<file path="src/rtl/rn_pkg.sv">
package rn_pkg;
    typedef enum logic [2:0] {
        ST_IDLE    = 3'd0,
        ST_RUN     = 3'd1,
        ST_BLOCK   = 3'd2,
        ST_UNBLOCK = 3'd3,
        ST_SQUASH  = 3'd4
    } rn_status_e;
endpackage

</file>
<file path="src/rtl/rn_credit_calc.sv">
module rn_credit_calc #(
    parameter int LANES    = 4,
    parameter int CNT_W    = 8,
    parameter int FB_DELAY = 1,
    localparam int BW      = $clog2(LANES + 1)
) (
    input  logic [CNT_W-1:0] free_rob,
    input  logic [CNT_W-1:0] free_iq,
    input  logic [CNT_W-1:0] free_preg,
    output logic [BW-1:0]    budget
);
    localparam logic [CNT_W-1:0] DLY = CNT_W'(FB_DELAY);
    localparam logic [CNT_W-1:0] LIM = CNT_W'(LANES);

    logic [CNT_W-1:0] adj_rob, adj_iq, m_a, m_b, m_c;

    always_comb begin
        adj_rob = (free_rob > DLY) ? free_rob - DLY : '0;
        adj_iq  = (free_iq  > DLY) ? free_iq  - DLY : '0;
        m_a     = (adj_rob < adj_iq) ? adj_rob : adj_iq;
        m_b     = (m_a < free_preg) ? m_a : free_preg;
        m_c     = (m_b < LIM) ? m_b : LIM;
        budget  = BW'(m_c);
    end
endmodule

</file>
<file path="src/rtl/rn_lane_pick.sv">
module rn_lane_pick #(
    parameter int LANES = 4,
    localparam int BW   = $clog2(LANES + 1)
) (
    input  logic [LANES-1:0] valid,
    input  logic [BW-1:0]    budget,
    output logic [LANES-1:0] send
);
    always_comb begin
        logic [BW:0] taken;
        taken = '0;
        for (int i = 0; i < LANES; i++) begin
            send[i] = valid[i] && (taken < {1'b0, budget});
            if (valid[i]) taken = taken + (BW+1)'(1);
        end
    end
endmodule

</file>
<file path="src/rtl/rn_skid_buf.sv">
module rn_skid_buf #(
    parameter int LANES  = 4,
    parameter int DATA_W = 8,
    parameter int DEPTH  = 4,
    localparam int PTR_W  = $clog2(DEPTH),
    localparam int SCNT_W = $clog2(DEPTH + 1),
    localparam int BUS_W  = LANES * DATA_W
) (
    input  logic              clk,
    input  logic              rst_n,
    input  logic              clear,
    input  logic              push,
    input  logic [LANES-1:0]  push_valid,
    input  logic [BUS_W-1:0]  push_data,
    input  logic              pop,
    input  logic              head_wr,
    input  logic [LANES-1:0]  head_valid_new,
    output logic [LANES-1:0]  head_valid,
    output logic [BUS_W-1:0]  head_data,
    output logic              empty,
    output logic              full,
    output logic [SCNT_W-1:0] count
);
    typedef struct packed {
        logic [PTR_W-1:0]  head;
        logic [PTR_W-1:0]  tail;
        logic [SCNT_W-1:0] cnt;
    } ptr_t;

    ptr_t r_q, r_d;
    logic [LANES-1:0] mem_v [DEPTH];
    logic [BUS_W-1:0] mem_d [DEPTH];
    logic             push_go, pop_go;

    function automatic logic [PTR_W-1:0] bump(input logic [PTR_W-1:0] p);
        return (p == PTR_W'(DEPTH - 1)) ? '0 : p + PTR_W'(1);
    endfunction

    assign empty      = (r_q.cnt == '0);
    assign full       = (r_q.cnt == SCNT_W'(DEPTH));
    assign count      = r_q.cnt;
    assign head_valid = mem_v[r_q.head];
    assign head_data  = mem_d[r_q.head];
    assign pop_go     = pop && !empty;
    assign push_go    = push && (!full || pop_go);

    always_comb begin
        r_d = r_q;
        if (clear) begin
            r_d = '0;
        end else begin
            if (pop_go)  r_d.head = bump(r_q.head);
            if (push_go) r_d.tail = bump(r_q.tail);
            r_d.cnt = r_q.cnt + SCNT_W'(push_go) - SCNT_W'(pop_go);
        end
    end

    always_ff @(posedge clk) begin
        if (!rst_n) r_q <= '0;
        else        r_q <= r_d;
    end

    always_ff @(posedge clk) begin
        if (!rst_n) begin
            for (int k = 0; k < DEPTH; k++) mem_v[k] <= '0;
        end else if (!clear) begin
            if (head_wr && !empty) mem_v[r_q.head] <= head_valid_new;
            if (push_go) begin
                mem_v[r_q.tail] <= push_valid;
                mem_d[r_q.tail] <= push_data;
            end
        end
    end
endmodule

</file>
<file path="src/rtl/rn_stage_flow.sv">
module rn_stage_flow #(
    parameter int LANES      = 4,
    parameter int DATA_W     = 8,
    parameter int SKID_DEPTH = 4,
    parameter int CNT_W      = 8,
    parameter int FB_DELAY   = 1,
    localparam int BW        = $clog2(LANES + 1),
    localparam int SCNT_W    = $clog2(SKID_DEPTH + 1),
    localparam int BUS_W     = LANES * DATA_W
) (
    input  logic              clk,
    input  logic              rst_n,
    input  logic [LANES-1:0]  dec_valid,
    input  logic [BUS_W-1:0]  dec_data,
    input  logic              iew_stall,
    input  logic              cmt_stall,
    input  logic [CNT_W-1:0]  free_rob,
    input  logic [CNT_W-1:0]  free_iq,
    input  logic [CNT_W-1:0]  free_preg,
    input  logic              squash,
    input  logic              squash_busy,
    output logic [LANES-1:0]  out_valid,
    output logic [BUS_W-1:0]  out_data,
    output logic              dec_stall,
    output logic [2:0]        status
);
    import rn_pkg::*;

    typedef struct packed {
        rn_status_e       st;
        logic             stall;
        logic [LANES-1:0] ov;
        logic [BUS_W-1:0] od;
    } flow_t;

    flow_t r_q, r_d;

    logic [BW-1:0]     budget;
    logic [LANES-1:0]  src_valid, send, rem;
    logic [BUS_W-1:0]  src_data;
    logic              use_skid;
    logic              sk_clear, sk_push, sk_pop, sk_hwr;
    logic [LANES-1:0]  sk_push_valid, sk_head_valid;
    logic [BUS_W-1:0]  sk_head_data;
    logic              sk_empty, sk_full;
    logic [SCNT_W-1:0] sk_cnt;

    rn_credit_calc #(.LANES(LANES), .CNT_W(CNT_W), .FB_DELAY(FB_DELAY)) u_credit (
        .free_rob (free_rob),
        .free_iq  (free_iq),
        .free_preg(free_preg),
        .budget   (budget)
    );

    assign use_skid  = !sk_empty;
    assign src_valid = use_skid ? sk_head_valid : dec_valid;
    assign src_data  = use_skid ? sk_head_data  : dec_data;
    assign rem       = src_valid & ~send;

    rn_lane_pick #(.LANES(LANES)) u_pick (
        .valid (src_valid),
        .budget(budget),
        .send  (send)
    );

    rn_skid_buf #(.LANES(LANES), .DATA_W(DATA_W), .DEPTH(SKID_DEPTH)) u_skid (
        .clk           (clk),
        .rst_n         (rst_n),
        .clear         (sk_clear),
        .push          (sk_push),
        .push_valid    (sk_push_valid),
        .push_data     (dec_data),
        .pop           (sk_pop),
        .head_wr       (sk_hwr),
        .head_valid_new(rem),
        .head_valid    (sk_head_valid),
        .head_data     (sk_head_data),
        .empty         (sk_empty),
        .full          (sk_full),
        .count         (sk_cnt)
    );

    always_comb begin
        logic              any_stall;
        logic              in_any;
        logic              push_acc;
        logic [SCNT_W:0]   cnt_next;
        any_stall     = iew_stall | cmt_stall;
        in_any        = |dec_valid;
        r_d           = r_q;
        r_d.ov        = '0;
        r_d.od        = '0;
        sk_clear      = 1'b0;
        sk_push       = 1'b0;
        sk_pop        = 1'b0;
        sk_hwr        = 1'b0;
        sk_push_valid = dec_valid;
        push_acc      = 1'b0;
        cnt_next      = '0;
        if (squash || squash_busy) begin
            sk_clear  = 1'b1;
            r_d.st    = ST_SQUASH;
            r_d.stall = 1'b0;
        end else begin
            case (r_q.st)
                ST_SQUASH: begin
                    r_d.st    = ST_RUN;
                    r_d.stall = 1'b0;
                end
                ST_BLOCK: begin
                    sk_push   = in_any;
                    r_d.stall = 1'b1;
                    if (!any_stall && free_rob != '0 && free_iq != '0)
                        r_d.st = ST_UNBLOCK;
                end
                default: begin
                    if (any_stall || budget == '0) begin
                        r_d.st    = ST_BLOCK;
                        r_d.stall = 1'b1;
                        sk_push   = in_any;
                    end else begin
                        r_d.ov = send;
                        for (int i = 0; i < LANES; i++)
                            if (send[i])
                                r_d.od[i*DATA_W +: DATA_W] = src_data[i*DATA_W +: DATA_W];
                        if (use_skid) begin
                            if (rem != '0) sk_hwr = 1'b1;
                            else           sk_pop = 1'b1;
                            sk_push = in_any;
                        end else if (rem != '0) begin
                            sk_push       = 1'b1;
                            sk_push_valid = rem;
                        end
                        push_acc = sk_push && (!sk_full || sk_pop);
                        cnt_next = {1'b0, sk_cnt} + (SCNT_W+1)'(push_acc)
                                   - (SCNT_W+1)'(sk_pop);
                        if (cnt_next != '0) begin
                            r_d.st    = ST_UNBLOCK;
                            r_d.stall = 1'b1;
                        end else begin
                            r_d.st    = (src_valid != '0) ? ST_RUN : ST_IDLE;
                            r_d.stall = 1'b0;
                        end
                    end
                end
            endcase
        end
    end

    always_ff @(posedge clk) begin
        if (!rst_n) r_q <= '{st: ST_IDLE, stall: 1'b0, ov: '0, od: '0};
        else        r_q <= r_d;
    end

    assign out_valid = r_q.ov;
    assign out_data  = r_q.od;
    assign dec_stall = r_q.stall;
    assign status    = r_q.st;
endmodule

</file>
<file path="config.mk">
export PLATFORM = sky130hd
export DESIGN_NAME = rn_stage_flow
export DESIGN_NICKNAME = d
export VERILOG_FILES = /design/src/rtl/rn_pkg.sv /design/src/rtl/rn_credit_calc.sv /design/src/rtl/rn_lane_pick.sv /design/src/rtl/rn_skid_buf.sv /design/src/rtl/rn_stage_flow.sv
export SDC_FILE = /design/constraint.sdc
export NUM_CORES = 1
export LEC_CHECK = 0
export CAP_MARGIN = 20
export CORE_ASPECT_RATIO = 1.5
export CORE_MARGIN = 2
export CORE_UTILIZATION = 45
export CTS_CLUSTER_DIAMETER = 60
export DETAILED_ROUTE_END_ITERATION = 7
export PLACE_DENSITY = 0.69
export SYNTH_ARGS = -nofsm -noshare
export SYNTH_HDL_FRONTEND = slang
export SYNTH_HIERARCHICAL = 1
export SYNTH_SLANG_ARGS = --single-unit
</file>
<file path="constraint.sdc">
create_clock -name clk -period 10.2 [get_ports clk]
set_input_delay 2.04 -clock clk [delete_from_list [all_inputs] [get_ports clk]]
set_output_delay 2.04 -clock clk [all_outputs]
set_load 0.02 [all_outputs]
</file>
==> results of run 1 <==
==> critical path, delay by kind of cell <==
| kind | cells | cell delay (ns) |
|---|---|---|
| compound gates | 9 | 2.42 |
| xor+xnor | 1 | 0.17 |
| fa+ha+maj | 7 | 2.00 |
| buf+inv | 5 | 0.89 |
| mux | 1 | 0.33 |
| simple gates | 9 | 2.06 |
==> kinds of logic after synthesis <==
| family | Yosys count |
|---|---|
| AO/OA/AOI/OAI | 92 |
| flip-flops | 193 |
| adder cells (fa/ha/maj) | 36 |
| AND/OR/NAND/NOR | 186 |
| XOR/XNOR | 10 |
| multiplexers | 85 |
| buffers and inverters | 73 |
==> routing by layer <==
| metal | up-vias | part of all wire, % | GRT usage (%) |
|---|---|---|---|
| li1 | 2810 | - | - |
| met1 | 3044 | 38 | 22.06 |
| met2 | 192 | 54 | 35.28 |
| met3 | 46 | 4.1 | 2.697 |
| met4 | 0 | 3.5 | 9.395 |
| met5 | - | 0 | 0 |
==> power groups by stage <==
stage,Sequential [mW],Combinational [mW],Clock (mW)
2_1_floorplan,0.868,0.0841,0
3_3_place_gp,0.866,0.139,0
3_5_place_dp,0.867,0.145,0
4_1_cts,0.849,0.146,0.668
5_1_grt,0.849,0.162,0.698
6_report,0.849,0.147,0.653
==> synth_stat cells, types with 8 or more instances <==
cell type	number
a32o_1	12
edfxtp_1	144
buf_2	8
mux2i_1	47
nand2_1	25
dfxtp_1	49
mux4_2	36
nor3_1	15
o21ai_0	9
a21oi_1	18
nand3_1	9
nor2_1	67
ha_1	34
inv_1	46
nor4_1	8
==> flip-flops by register name, indices dropped and copies added (netlist names), named ones only <==
register and cells:
u_skid/mem_d 128, out_data 32, u_skid/mem_v 16, out_valid 4, u_skid/r_q 4, status 3
u_skid/count 3, dec_stall 1
==> metrics by stage <==
| stage | std cells | utilization, % | setup WS (ns) |
|---|---|---|---|
| final | 1066 | 55.39 | 0.6013 |
| after global routing | 1066 | 55.39 | 0.06323 |
| after CTS | 1065 | 55.29 | 0.4844 |
| after detailed placement | 1033 | 52.37 | 0.08827 |
| after global placement | 1033 | 52.37 | 0.4629 |
| after floorplan | 675 | - | 0.6560 |
==> area by class of cell <==
cell class	count	share of cell area, %
sequential	193	47.30
multi-input combinational	409	32.43
inverter	46	1.539
clock inverter	14	1.349
timing repair buffer	122	10.53
clock buffer	18	3.913
tap	264	2.943
==> how the worst max path moves through the flow <==
stage,start,slack (ns),depth (start not counted),end
2_1_floorplan,free_iq[0],0.66,30,u_skid/mem_v[3][0]
3_3_place_gp,free_rob[0],0.46,33,u_skid/count[2]
3_5_place_dp,free_iq[0],0.09,32,status[0]
4_1_cts,free_iq[0],0.48,32,status[0]
5_1_grt,free_iq[1],0.06,33,status[0]
6_report,free_iq[1],0.60,32,status[0]
==> impl_metrics.csv, run 1 <==
group,metric,value,unit
outcome,outcome,"finished, final reports clean",
clocking,cts_tree,"yes",
detailed_routing,via_count,6092,
floorplanning,design.die.area,21740,µm²
critical_path,worstPathArrival,9.90,ns
detailed_routing,wl_per_cell,19.20,µm
yosys,synth_top_family_by_area,"multiplexers",
cells_and_area,finish.instance_area,11220,µm²
yosys,synth_edf_count,144,
global_routing,gr-total-overflow,0,
sta,rsz0062_at_grt,"no",
run,drv_cap,0,
yosys,synth_nets,777,
cells_and_area,syn_to_final_growth,21.35,%
clocking,insertion_delay,0.43,ns
place,placed_area,10610,µm²
sta,fmax,0.1042,GHz
place,portBuffers,105,
cells_and_area,multi_input_area,3640,µm²
yosys,seq_area_frac_synth,57.37,%
yosys,syn_inst,675,
yosys,syn_avg_cell_area,13.70,µm²
floorplanning,core.rowCount,64,
detailed_routing,dr.pass1.iters,5,
cells_and_area,layout_common_cells,"144 x edfxtp_1, 104 x clkdlybuf4s50_1, 67 x nor2_1",
yosys,async_flop_share,0,%
power_and_ir_drop,intPower,1.250,mW
critical_path,cp-start-kind,"input port",
power_and_ir_drop,p_sw_share,24.19,%
critical_path,slowest_stage,"clkdlybuf4s50_1",
critical_path,r2r_cells,24,
clocking,cts-resized-gates,0,
sta,finalSetupTns,0,ns
critical_path,rrSetupSlack,4.29,ns
yosys,yosysUniqueCellTypes,78,
cells_and_area,seq_area,5308,µm²
min_path,hold_depth,2,
floorplanning,pin_count,106,
floorplanning,die_h,179.6,µm
global_routing,grt_pass1_wl,32.76,mm
place,dp_hpwl,14.19,mm
global_routing,grt_pass1_vias,6391,
critical_path,critPathMaxFanout,10,
yosys,synth-main-ff-cell,"edfxtp_1",
cells_and_area,drive_above_1_share,15.34,%
place,place_congestion,0.9112,
floorplanning,core_area,20260,µm²
sta,finClkSkew,0.009068,ns
sta,drv_slew,0,
yosys,synth_seq_cells,193,
yosys,synthMuxAreaShare,14.10,%
clocking,cts_buffer_depth,2,
floorplanning,start_util,45.65,%
sta,post-route-period-util,94.10,%
critical_path,cp_common_cell,"ha_1",
sta,hold_violations,0,
detailed_routing,vias_per_cell,5.715,
global_routing,grt_max_degree,44,
power_and_ir_drop,finalPower,1.649,mW
yosys,synth.area.top_cells,"edfxtp_1 47%, dfxtp_1 11%, mux4_2 8.8%, mux2i_1 5.1%, ha_1 4.6%",
sta,setup_viol,0,
yosys,syn_area,9248,µm²
cells_and_area,nets,891,
power_and_ir_drop,clockPowerShare,39.6,%
power_and_ir_drop,power_density,146.9,nW/µm²
power_and_ir_drop,ir_drop,154.7,µV
detailed_routing,initialDrtViolationCount,356,
min_path,hold_class,"flop to flop",
power_and_ir_drop,pwr-share-comb,8.9,%
yosys,synth_top_area_cell,"edfxtp_1",
global_routing,antenna_found_initial,0,
critical_path,r2r_start,"u_skid/count[1]",
yosys,synth_compound_area_share,7.861,%
clocking,cts_root_buffer,"clkbuf_16",
cells_and_area,fillers,1650,
yosys,ys.warnings.count,6,
sta,tightestPinTransition,1.037,ns
yosys,synth_fa_ha_area_share,5.033,%
critical_path,critPathMaxStageDelay,0.55,ns
critical_path,rr_endpoint,"u_skid/count[2]",
power_and_ir_drop,p_leak,4.166,nW
clocking,cts.clk_slew.worst_paths,0.07,ns
power_and_ir_drop,seqPwrFrac,51.5,%
sta,period_minus_slack,9.599,ns
sta,holdWs,0.5286,ns
clocking,htreeDepth,4,
global_routing,grt.total_usage,19.44,%
yosys,synth_xor_area_share,0.9471,%
yosys,synth_top_area_share,46.76,%
critical_path,crit_path_end_kind,"flop",
min_path,hold_path_end,"u_skid/r_q[4]",
cells_and_area,n_antenna_cell,0,
min_path,hold_start,"u_skid/r_q[4]",
floorplanning,die_x,121.0,µm
yosys,synth-simple-area-share,10.76,%
detailed_routing,drc,0,
cells_and_area,final_common_cell,"edfxtp_1",
clocking,cts_sinks,193,
clocking,post-cts-setup-buffers,0,
detailed_routing,drt-total-wl,20.47,mm
detailed_routing,postRouteAntennaNets,0,
power_and_ir_drop,p_sw,0.3989,mW
sta,relSlewSlack,30.87,%
clocking,cts_buffers,17,
critical_path,cp.required,10.50,ns
critical_path,crit_type,"input port to flop",
clocking,cts_hold_repair.buffers,0,
(Power assumes the default switching activity.)
==> inputs of run 2 (changes only) <==
- CAP_MARGIN: 20 -> default
- GPL_TIMING_DRIVEN: default -> 1
- clock period: 10.2 -> 8.6 ns (I/O delays scaled with it)
==> impl_metrics.csv, run 2 (synthesized netlist as in run 1, its figures left out) <==
group,metric,value,unit
clocking,cts_buffer_depth,2,
cells_and_area,final_cells,1143,
power_and_ir_drop,intPower,1.605,mW
global_routing,grt_max_degree,46,
sta,drv_slew,0,
clocking,htreeDepth,4,
sta,hold_violations,0,
run,drv_cap,0,
floorplanning,die_x,121.0,µm
power_and_ir_drop,clockPowerShare,40.0,%
sta,period_minus_slack,8.295,ns
place,place_congestion,0.8464,
power_and_ir_drop,seqPwrFrac,49.0,%
detailed_routing,dr.pass1.iters,5,
cells_and_area,nets,967,
cells_and_area,largest-register,"u_skid/mem_d",
sta,post-route-period-util,96.46,%
detailed_routing,vias_per_cell,5.554,
critical_path,cp.required,8.89,ns
floorplanning,core_area,20260,µm²
sta,finClkSkew,0.01016,ns
sta,finalSetupTns,0,ns
sta,fmax,0.1205,GHz
clocking,insertion_delay,0.43,ns
clocking,cts.clk_slew.worst_paths,0.07,ns
cells_and_area,finish.instance_area,12140,µm²
cells_and_area,drive_above_1_share,27.79,%
cells_and_area,layout_common_cells,"144 x edfxtp_1, 91 x clkdlybuf4s50_1, 88 x buf_4",
min_path,hold_class,"flop to flop",
critical_path,slowest_stage,"or4_4",
detailed_routing,via_count,6348,
global_routing,grt_pass1_wl,33.26,mm
power_and_ir_drop,finalPower,2.057,mW
clocking,cts_tree,"yes",
power_and_ir_drop,p_sw_share,21.98,%
global_routing,antenna_found_initial,1,
sta,setup_viol,0,
critical_path,crit_path_end_kind,"flop",
critical_path,critPathMaxStageDelay,0.54,ns
floorplanning,pin_count,106,
clocking,cts_sinks,193,
place,placed_area,11180,µm²
sta,tightestPinTransition,0.9770,ns
power_and_ir_drop,power_density,169.5,nW/µm²
cells_and_area,largest_register_ffs,128,
detailed_routing,drt-total-wl,21.04,mm
floorplanning,die_h,179.6,µm
global_routing,grt_pass1_vias,6580,
place,dp_slack,-0.5713,ns
cells_and_area,final_common_cell,"edfxtp_1",
critical_path,critPathMaxFanout,6,
critical_path,worstPathArrival,8.58,ns
global_routing,gr-total-overflow,0,
critical_path,cp_common_cell,"buf_4",
power_and_ir_drop,ir_drop,132.6,µV
detailed_routing,drc,0,
floorplanning,design.die.area,21740,µm²
place,portBuffers,105,
power_and_ir_drop,p_leak,4.674,nW
detailed_routing,initialDrtViolationCount,404,
cells_and_area,syn_to_final_growth,31.24,%
power_and_ir_drop,pwr-share-comb,11.0,%
critical_path,crit_type,"input port to flop",
sta,relSlewSlack,34.87,%
detailed_routing,wl_per_cell,18.41,µm
detailed_routing,postRouteAntennaNets,0,
place,dp_hpwl,14.54,mm
power_and_ir_drop,p_sw,0.4522,mW
floorplanning,core.rowCount,64,
floorplanning,start_util,45.65,%
sta,post-route-worst-setup-slack,0.3046,ns
clocking,cts_buffers,17,
clocking,cts_root_buffer,"clkbuf_16",
global_routing,grt.total_usage,19.71,%
outcome,outcome,"finished, final reports clean",
place,numPlacedInstances,1100,
critical_path,cp-start-kind,"input port",
## run 2: changes by cell type in the layout (fill, tap and decap cells not counted), sizes merged, moves of 2 or more
cell	change
dlymetal6s2s	+8
clkinvlp	+2
clkinv	+2
clkbuf	+3
inv	-8
buf	+78
bufinv	+4
clkdlybuf4s50	-13
## run 2: area by class of cell
type | count | area (µm²)
multi-input combinational | 409 | 3894
clock inverter | 14 | 187.7
sequential | 193 | 5308
timing repair buffer | 198 | 1813
antenna | 1 | 2.502
inverter | 46 | 172.7
clock buffer | 18 | 429.2
tap | 264 | 330.3
fill | 1581 | 8123
## run 2: per-stage QoR
step | utilization (%) | hold slack [ns]
floorplan | - | 0.4871
global placement | 55.17 | 0.4994
detailed placement | 55.17 | 0.5127
CTS | 58.36 | 0.5236
global route | 59.91 | 0.5711
finish | 59.91 | 0.5219
## run 2: per-layer routing
layer | part of all wire, % | vias up | routed length (µm) | global-route usage (%)
met5 | 0 | - | 0 | 0
li1 | - | 2949 | - | -
met2 | 54 | 206 | 11350 | 36.07
met3 | 4.2 | 57 | 887 | 2.855
met4 | 3.2 | 0 | 666 | 7.628
met1 | 39 | 3136 | 8139 | 22.85
## run 2: path summary, 6_finish.rpt
check | startpoint | to | slack (ns) | cells past startpoint
min | u_skid/r_q[4] | u_skid/r_q[4] | 0.52 | 2
min reg2reg | u_skid/r_q[4] | u_skid/r_q[4] | 0.52 | 2
max reg2reg | flop | status[1] | 2.75 | 22
max | free_rob[0] | status[1] | 0.30 | 35
## run 2: timing repair
item                       4_1_cts  5_1_grt
gates resized for setup          7       80
setup endpoints to repair        4      138
pin swaps                        2       30
buffers inserted                 1        9
hold buffers                     0        0
## run 2: power groups by stage
stage	Clock, mW	Combinational [mW]	Sequential (mW)
finish	0.823	0.226	1.01
global route	0.875	0.246	1.01
CTS	0.839	0.209	1.01
detailed placement	0	0.203	1.03
global placement	0	0.197	1.03
floorplan	0	0.102	1.03
## run 2: worst max-delay path, delay by kind of cell
kind                     cells  cell delay, ns
AO/OA/AOI/OAI                9            1.68
adder cells (fa/ha/maj)      5            1.48
buffers and inverters        9            0.98
multiplexers                 3            0.92
AND/OR/NAND/NOR              9            1.78
